--- config.mk ---
export PLATFORM = sky130hd
export DESIGN_NAME = int_alu_trap
export DESIGN_NICKNAME = d
export VERILOG_FILES = /design/src/rtl/alu_pkg.sv /design/src/rtl/alu_operand_sel.sv /design/src/rtl/alu_addsub.sv /design/src/rtl/alu_shifter.sv /design/src/rtl/int_alu_trap.sv
export SDC_FILE = /design/constraint.sdc
export NUM_CORES = 1
export LEC_CHECK = 0
export CORE_MARGIN = 3
export CORE_UTILIZATION = 50
export DETAILED_ROUTE_END_ITERATION = 8
export HOLD_SLACK_MARGIN = 0.06
export PLACE_DENSITY_LB_ADDON = 0.3
export REMOVE_ABC_BUFFERS = 1
export SETUP_SLACK_MARGIN = 0.5
export SLEW_MARGIN = 20
export SYNTH_ARGS = -nofsm -noshare
export SYNTH_HDL_FRONTEND = slang
export SYNTH_SLANG_ARGS = --single-unit
export TNS_END_PERCENT = 1
--- constraint.sdc ---
create_clock -name clk -period 8.2 [get_ports clk]
set_clock_uncertainty 0.05 [all_clocks]
set_input_delay 1.64 -clock clk [delete_from_list [all_inputs] [get_ports clk]]
set_output_delay 1.64 -clock clk [all_outputs]
set_load 0.005 [all_outputs]
--- src/rtl/alu_pkg.sv ---
package alu_pkg;
  typedef enum logic [3:0] {
    OP_ADD  = 4'd0,
    OP_ADDU = 4'd1,
    OP_SUB  = 4'd2,
    OP_SUBU = 4'd3,
    OP_AND  = 4'd4,
    OP_OR   = 4'd5,
    OP_SLT  = 4'd6,
    OP_SLTU = 4'd7,
    OP_SLL  = 4'd8,
    OP_SRL  = 4'd9,
    OP_SRA  = 4'd10,
    OP_SLLV = 4'd11,
    OP_SRLV = 4'd12,
    OP_SRAV = 4'd13,
    OP_LUI  = 4'd14,
    OP_RSVD = 4'd15
  } alu_op_e;
endpackage

--- src/rtl/alu_operand_sel.sv ---
module alu_operand_sel #(
  parameter int W     = 32,
  parameter int IMM_W = 16
) (
  input  logic [W-1:0]     reg_b,
  input  logic [IMM_W-1:0] imm,
  input  logic             use_imm,
  input  logic             zero_ext,
  output logic [W-1:0]     opnd_b
);
  localparam int EXT_W = W - IMM_W;
  logic [EXT_W-1:0] ext_bits;

  always_comb begin
    ext_bits = zero_ext ? '0 : {EXT_W{imm[IMM_W-1]}};
    opnd_b   = use_imm ? {ext_bits, imm} : reg_b;
  end
endmodule

--- src/rtl/alu_addsub.sv ---
module alu_addsub #(
  parameter int W = 32
) (
  input  logic [W-1:0] a,
  input  logic [W-1:0] b,
  input  logic         do_sub,
  output logic [W-1:0] sum,
  output logic         ovf
);
  logic [W-1:0] b_eff;

  always_comb begin
    b_eff = do_sub ? ~b : b;
    sum   = a + b_eff + {{(W-1){1'b0}}, do_sub};
    ovf   = (a[W-1] == b_eff[W-1]) && (sum[W-1] != a[W-1]);
  end
endmodule

--- src/rtl/alu_shifter.sv ---
module alu_shifter #(
  parameter int W    = 32,
  parameter int SH_W = $clog2(W)
) (
  input  logic [W-1:0]    value,
  input  logic [SH_W-1:0] amt,
  input  logic            to_left,
  input  logic            arith,
  output logic [W-1:0]    shifted
);
  logic         fill;
  logic [W-1:0] stg [0:SH_W];
  logic [W-1:0] pre;
  logic [W-1:0] post;

  always_comb begin
    for (int i = 0; i < W; i++) pre[i] = to_left ? value[W-1-i] : value[i];
    fill = arith & ~to_left & value[W-1];
  end

  assign stg[0] = pre;

  for (genvar s = 0; s < SH_W; s++) begin : g_stage
    localparam int D = 1 << s;
    assign stg[s+1] = amt[s] ? {{D{fill}}, stg[s][W-1:D]} : stg[s];
  end

  always_comb begin
    post = stg[SH_W];
    for (int i = 0; i < W; i++) shifted[i] = to_left ? post[W-1-i] : post[i];
  end
endmodule

--- src/rtl/int_alu_trap.sv ---
module int_alu_trap
  import alu_pkg::*;
#(
  parameter int W     = 32,
  parameter int IMM_W = 16,
  parameter int SH_W  = $clog2(W)
) (
  input  logic             clk,
  input  logic             rst_n,
  input  logic [3:0]       op_code,
  input  logic [W-1:0]     op_a,
  input  logic [W-1:0]     op_b,
  input  logic [IMM_W-1:0] imm,
  input  logic             use_imm,
  input  logic [SH_W-1:0]  shamt,
  output logic [W-1:0]     result,
  output logic             wr_en,
  output logic             ovf_trap
);
  localparam int LO_W = W - IMM_W;

  alu_op_e         op;
  logic [W-1:0]    opnd_b;
  logic [W-1:0]    sum;
  logic            add_ovf;
  logic [W-1:0]    sh_out;
  logic [SH_W-1:0] sh_amt;
  logic            is_logic, is_sub, is_signed_arith, is_var_shift;
  logic            trap_d, trap_q;

  assign op = alu_op_e'(op_code);

  always_comb begin
    is_logic        = (op == OP_AND) || (op == OP_OR);
    is_sub          = (op == OP_SUB) || (op == OP_SUBU);
    is_signed_arith = (op == OP_ADD) || (op == OP_SUB);
    is_var_shift    = (op == OP_SLLV) || (op == OP_SRLV) || (op == OP_SRAV);
    sh_amt          = is_var_shift ? op_a[SH_W-1:0] : shamt;
  end

  alu_operand_sel #(.W(W), .IMM_W(IMM_W)) u_opsel (
    .reg_b   (op_b),
    .imm     (imm),
    .use_imm (use_imm),
    .zero_ext(is_logic),
    .opnd_b  (opnd_b)
  );

  alu_addsub #(.W(W)) u_addsub (
    .a     (op_a),
    .b     (opnd_b),
    .do_sub(is_sub),
    .sum   (sum),
    .ovf   (add_ovf)
  );

  alu_shifter #(.W(W), .SH_W(SH_W)) u_shift (
    .value  (op_b),
    .amt    (sh_amt),
    .to_left((op == OP_SLL) || (op == OP_SLLV)),
    .arith  ((op == OP_SRA) || (op == OP_SRAV)),
    .shifted(sh_out)
  );

  always_comb begin
    result = '0;
    wr_en  = 1'b1;
    unique case (op)
      OP_ADD, OP_ADDU, OP_SUB, OP_SUBU: result = sum;
      OP_AND:  result = op_a & opnd_b;
      OP_OR:   result = op_a | opnd_b;
      OP_SLT:  result = {{(W-1){1'b0}}, ($signed(op_a) < $signed(opnd_b))};
      OP_SLTU: result = {{(W-1){1'b0}}, (op_a < opnd_b)};
      OP_SLL, OP_SRL, OP_SRA, OP_SLLV, OP_SRLV, OP_SRAV: result = sh_out;
      OP_LUI:  result = {imm, {LO_W{1'b0}}};
      default: begin
        result = '0;
        wr_en  = 1'b0;
      end
    endcase
    if (is_signed_arith && add_ovf) wr_en = 1'b0;
    trap_d = is_signed_arith && add_ovf;
  end

  always_ff @(posedge clk or negedge rst_n) begin
    if (!rst_n) trap_q <= 1'b0;
    else        trap_q <= trap_d;
  end

  assign ovf_trap = trap_q;

  // a raised trap must trace back to a withheld signed add/sub write
  assert_trap_cause_R3: assert property (@(posedge clk) disable iff (!rst_n)
    ovf_trap |-> ($past(!wr_en) && ($past(op_code) == 4'd0 || $past(op_code) == 4'd2)));

  // unsigned add/sub always write
  assert_unsigned_write_R4: assert property (@(posedge clk) disable iff (!rst_n)
    (op_code == 4'd1 || op_code == 4'd3) |-> wr_en);

  // compare results are single-bit booleans
  assert_cmp_bool_R6: assert property (@(posedge clk) disable iff (!rst_n)
    (op_code == 4'd6 || op_code == 4'd7) |-> (result[W-1:1] == '0 && wr_en));

  // upper-immediate load clears the low half and writes
  assert_upper_low_zero_R9: assert property (@(posedge clk) disable iff (!rst_n)
    (op_code == 4'd14) |-> (result[LO_W-1:0] == '0 && result[W-1:LO_W] == imm && wr_en));

  // reserved code writes nothing
  assert_reserved_quiet_R10: assert property (@(posedge clk) disable iff (!rst_n)
    (op_code == 4'd15) |-> (!wr_en && result == '0));

  // a withheld write comes only from signed arithmetic or the reserved code
  assert_no_write_cause_R2: assert property (@(posedge clk) disable iff (!rst_n)
    !wr_en |-> (op_code == 4'd0 || op_code == 4'd2 || op_code == 4'd15));
endmodule

# After elaboration in Yosys (flattened, before gate mapping)
# Cells that the tools add are included.
[word_totals] register_bits=1 inputBits=92
[op_classes] addsub=2 n_lt_le_gt_ge=2 n_eq_ne=16 muxes=76 bitwise_logic=6 n_reduce_logical=13
[op_table] operator="32-bit two-way mux" count=7
[op_table] operator="32-bit one-hot mux with 7 select lines" count=1
[op_table] operator="1-bit two-way mux" count=66
[op_table] operator="32-bit < comparator" count=2
[op_table] operator="32-bit by 1-bit adder with 32-bit output" count=1
[op_table] operator="32-bit adder" count=1
[op_table] operator="32-bit AND" count=1
[op_table] operator="32-bit inverter" count=1
[op_table] operator="32-bit bitwise OR" count=1
[op_table] operator="4-bit equality test, second input constant" count=7
[op_table] operator="4-bit by 3-bit equality test with 1-bit output, second input constant" count=4
[op_table] operator="16-bit two-way mux" count=1
[op_table] operator="15-bit OR reduction" count=1
[op_table] operator="4-bit by 2-bit equality test with 1-bit output, second input constant" count=2
[op_table] operator="1-bit logical OR" count=7
[op_table] operator="6-bit OR reduction" count=1
[op_table] operator="5-bit two-way mux" count=1
[op_table] operator="4-bit by 1-bit equality test with 1-bit output, second input constant" count=1
[op_table] operator="4-bit zero test" count=1
[op_table] operator="4-bit OR reduction" count=1
[op_table] operator="1-bit AND" count=2
[op_table] operator="1-bit logical AND" count=2
[op_table] operator="1-bit equality test" count=1
[op_table] operator="1-bit inequality test" count=1
[op_table] operator="1-bit inverter" count=1

# Depth between registers and ports, before layout
[depth] depth_word=12 depth_mapped=20 depth_no_buf=16

# Modules after synthesis
# From an unflattened synthesis, not the netlist that was laid out.
[unflattened] hier_cells=1264 area_unflattened_um2=9263.9
[by_module_without_submodules] module="alu_shifter" n_inst=1 cells_each=482 area_each_um2=3723.6 seq_area_each_um2=0.0
[by_module_without_submodules] module="int_alu_trap" n_inst=1 cells_each=429 area_each_um2=3019.1 seq_area_each_um2=25.0
[by_module_without_submodules] module="alu_addsub" n_inst=1 cells_each=299 area_each_um2=2090.8 seq_area_each_um2=0.0
[by_module_without_submodules] module="alu_operand_sel" n_inst=1 cells_each=54 area_each_um2=430.4 seq_area_each_um2=0.0

# Worst setup path before layout
# No wires, ideal clock.
[synth_path] kind="input port to output port" from="input op_code[3]" to="output result[24]" arrival_ns=4.952 t_required_ns=6.510 path_slack_ns=1.558 path_stages=15 n_path_buf=2 path_cell_list="buf_2 > nor3b_2 > buf_1 > xnor2_1 > inv_1 > fa_1 > nor2b_1 > o31ai_1 > a21o_1 > a31oi_1 > o21ai_0 > o21a_1 > or4_1 > and3_1 > o221ai_1"
[synth_between] elab_chain_cells=12 word_cells_on_any_way=67 classes_between="add/sub: 2; eq/ne: 14; mux: 36; bitwise: 6; reduce/logical: 9"
[synth_rtl] item="from (decl)" line="int_alu_trap.sv:10" rtl="input logic [3:0] op_code,"
[synth_rtl] item="parallel branches: the longest is 11 deep, another holds 32-bit adder"
[synth_rtl] item="32-bit one-hot mux with 7 select lines (*)" line="int_alu_trap.sv:68" rtl="unique case (op)"
[synth_rtl] item="to (decl)" line="int_alu_trap.sv:16" rtl="output logic [W-1:0] result,"
# Mark *: on every way between the ends.

# Final worst setup path
[layout_path] from="input op_code[3]" to="output result[22]"
# The elaborated chain is that of the path after synthesis.

==> qor.csv <==
metric,value,unit
status,"finished, final reports clean",
clock share of power,0,%
die height,130.4,µm
critical-path cell list,clkdlybuf4s50_1 > buf_4 > a21boi_4 > nand3_2 > nand2_1 > mux4_2 > mux2_2 > o21ai_0 > mux2i_1 > a211oi_1 > o311ai_2 > clkdlybuf4s50_1,
vias in the first global route,8838,
share of cells above drive strength 1,8.468,%
Area Growth Syn to Fin,22.22,%
remaining antenna violation count,0,
Synth cell types,73,
Post-synth ARST share,100.0,%
Placeable Area,14810,µm²
"EDFF count, synth",0,
DR iter-0 viols,1438,
first-pass GRT wire length,50.91,mm
Finished Core Util,63.86,%
synthesized cell area,7739,µm²
post-synthesis simple-gate area fraction,17.85,%
Final Slew Violations,0,
DRT Pass-1 Iters,6,
Max VDD drop,0.05002,mV
RSZ-0062 raised after global routing,true,
GRT Total Usage,38.27,%
Lkg Pwr,0.003990,µW
Mapped Cells,1146,
P_sw,533.8,µW
GPL Wtd Cong,1.057,
Rows,44,
post-synthesis xor/xnor area fraction,7.001,%
sw frac,58.34,%
FMAX,130.8,MHz
Worst Path Arrival,5.96,ns
Placed Cells incl. Taps,1422,
Clock Pin Slew Worst Setup and Hold Paths,0,ns
initial antenna violation count,0,
Pint,381.1,µW
Pwr Density,96.73,nW/µm²
GRT overflow,0,
Synth Flop Type,dfrtp_1,
critical path type,in -> out,
Detail Placement HPWL,27.44,mm
Synth Area in Compound Gates,38.19,%
fin area,9458,µm²
Vias/cell,6.926,
share of power burned in registers,0.6,%
Slew HR,29.13,%
wire length per cell,23.99,µm
Slowest Stage Delay on Critical Path,0.59,ns
"Req. time, crit path",6.51,ns
Final setup viols,0,
syn avg cell area,6.753,µm²
die width,130.4,µm
largest family of logic cells by synthesized area,compound AO/OA/AOI/OAI gates,
PortBufs,125,
DP Area,9313,µm²
via count,9869,
Die Area,17010,µm²
post-synthesis mux area share,7.842,%
synth warn,0,
Synth Register Bits,1,
Logic pwr share,99.4,%
sequential share of the synthesized area,0.3234,%
"Top cell by count, worst path",clkdlybuf4s50_1,
Final Net Count,1459,
Routed WL,34.19,mm
Ports,126,
Largest register FFs,1,
Post-CTS Hold Fix Bufs,0,
post-route clock period utilization,93.24,%
fin crit period,7.646,ns
Max-Cap Viols,0,
DRC errors left,0,
Initial Utilization,52.26,%
Total Power,914.9,µW
Final Hold Fails,0,
largest net degree at the start of global routing,46,
Buf/Inv on CP,3,
type of the worst min-delay path,in -> async,
Critical Path Start Type,input port,
Total Neg Setup Slack,0,ns
"critical path fanouts, max",14,
Least-Margin Pin Slew,1.059,ns
Synth Area in Adders,20.31,%
Crit-path slowest cell,clkdlybuf4s50_1,
fin cells,1425,
Setup crit end kind,output port,
cell family with most CP delay,compound AO/OA/AOI/OAI gates,
[cell type report]
cell class,instances,area [µm²]
flip-flops and latches,1,25.02
repair buffers,177,1702
inverters,85,319.1
well taps,184,230.2
fillers,1393,5351
diodes,1,2.502
multi-input cells,977,7179
[cells by family (layout without fill, tap and decap cells)]
group           count (synthesis)  in the layout
mux                            46             46
flops                           1              1
compound gates                449            449
simple gates                  296            296
fa+ha+maj                     125            125
buf+inv                       168            262
xor+xnor                       61             61
other cells                     0              1
[routing by layer]
layer | routed length, µm | up-vias | track usage [%]
li1 | - | 4458 | -
met1 | 14220 | 4585 | 56.47
met2 | 14000 | 733 | 56.58
met3 | 4379 | 93 | 5.447
met4 | 1587 | 0 | 13.43
met5 | 0 | - | 0
[power groups by stage]
stage | Sequential, µW | Combinational (µW) | Clock (µW)
global route | 5.25 | 969 | 0
floorplan | 5.27 | 508 | 0
CTS | 5.24 | 865 | 0
finish | 5.24 | 910 | 0.0000163
detailed placement | 5.25 | 859 | 0
global placement | 5.27 | 853 | 0
[stage by stage]
stage	hold WS (ns)	worst slack (ns)
finish	1.741	0.5541
CTS	1.744	0.4887
detailed placement	1.744	0.4158
global placement	1.749	0.4784
global route	1.746	0.4088
floorplan	1.294	0.4825
[cells in the final DEF (no fill, tap or decap), types with 42 or more instances in the layout]
cell type,n
nor2_1,87
nand2_1,75
o21ai_0,115
buf_4,47
a211oi_1,42
ha_1,123
clkdlybuf4s50_1,123
xnor2_1,49
inv_1,85
a21oi_1,92
nand3_1,42
[worst max path at each step]
stage | startpoint | end | slack, ns | depth (start not counted)
2_1_floorplan | op_code[3] | result[24] | 0.48 | 13
3_5_place_dp | use_imm | result[24] | 0.42 | 17
4_1_cts | use_imm | result[31] | 0.49 | 16
3_3_place_gp | op_code[2] | result[24] | 0.48 | 17
6_report | op_code[3] | result[22] | 0.55 | 12
5_1_grt | op_code[2] | result[24] | 0.41 | 18
[repair_timing]
action / CTS / global route
pin swaps: 0 / 1
hold endpoints to repair: 0 / 0
buffers inserted: 0 / 1
setup endpoints to repair: 3 / 14
resized for setup: 4 / 21
cloned: 0 / 1
[synth_stat cells, types with 13 or more instances]
master	count	area, µm²
ha_1	124	1551
o21ai_0	119	595.6
a21oi_1	93	465.5
nor2_1	87	326.6
inv_1	85	319.1
nand2_1	75	281.5
clkbuf_1	63	236.5
xnor2_1	50	437.9
a211oi_1	43	322.8
nand3_1	42	210.2
a22oi_1	40	300.3
nor3_1	34	170.2
mux2i_1	28	280.3
o211ai_1	20	150.1
a21o_1	14	105.1
o22ai_1	13	81.33
No activity file was read; power rests on OpenSTA's default activity.
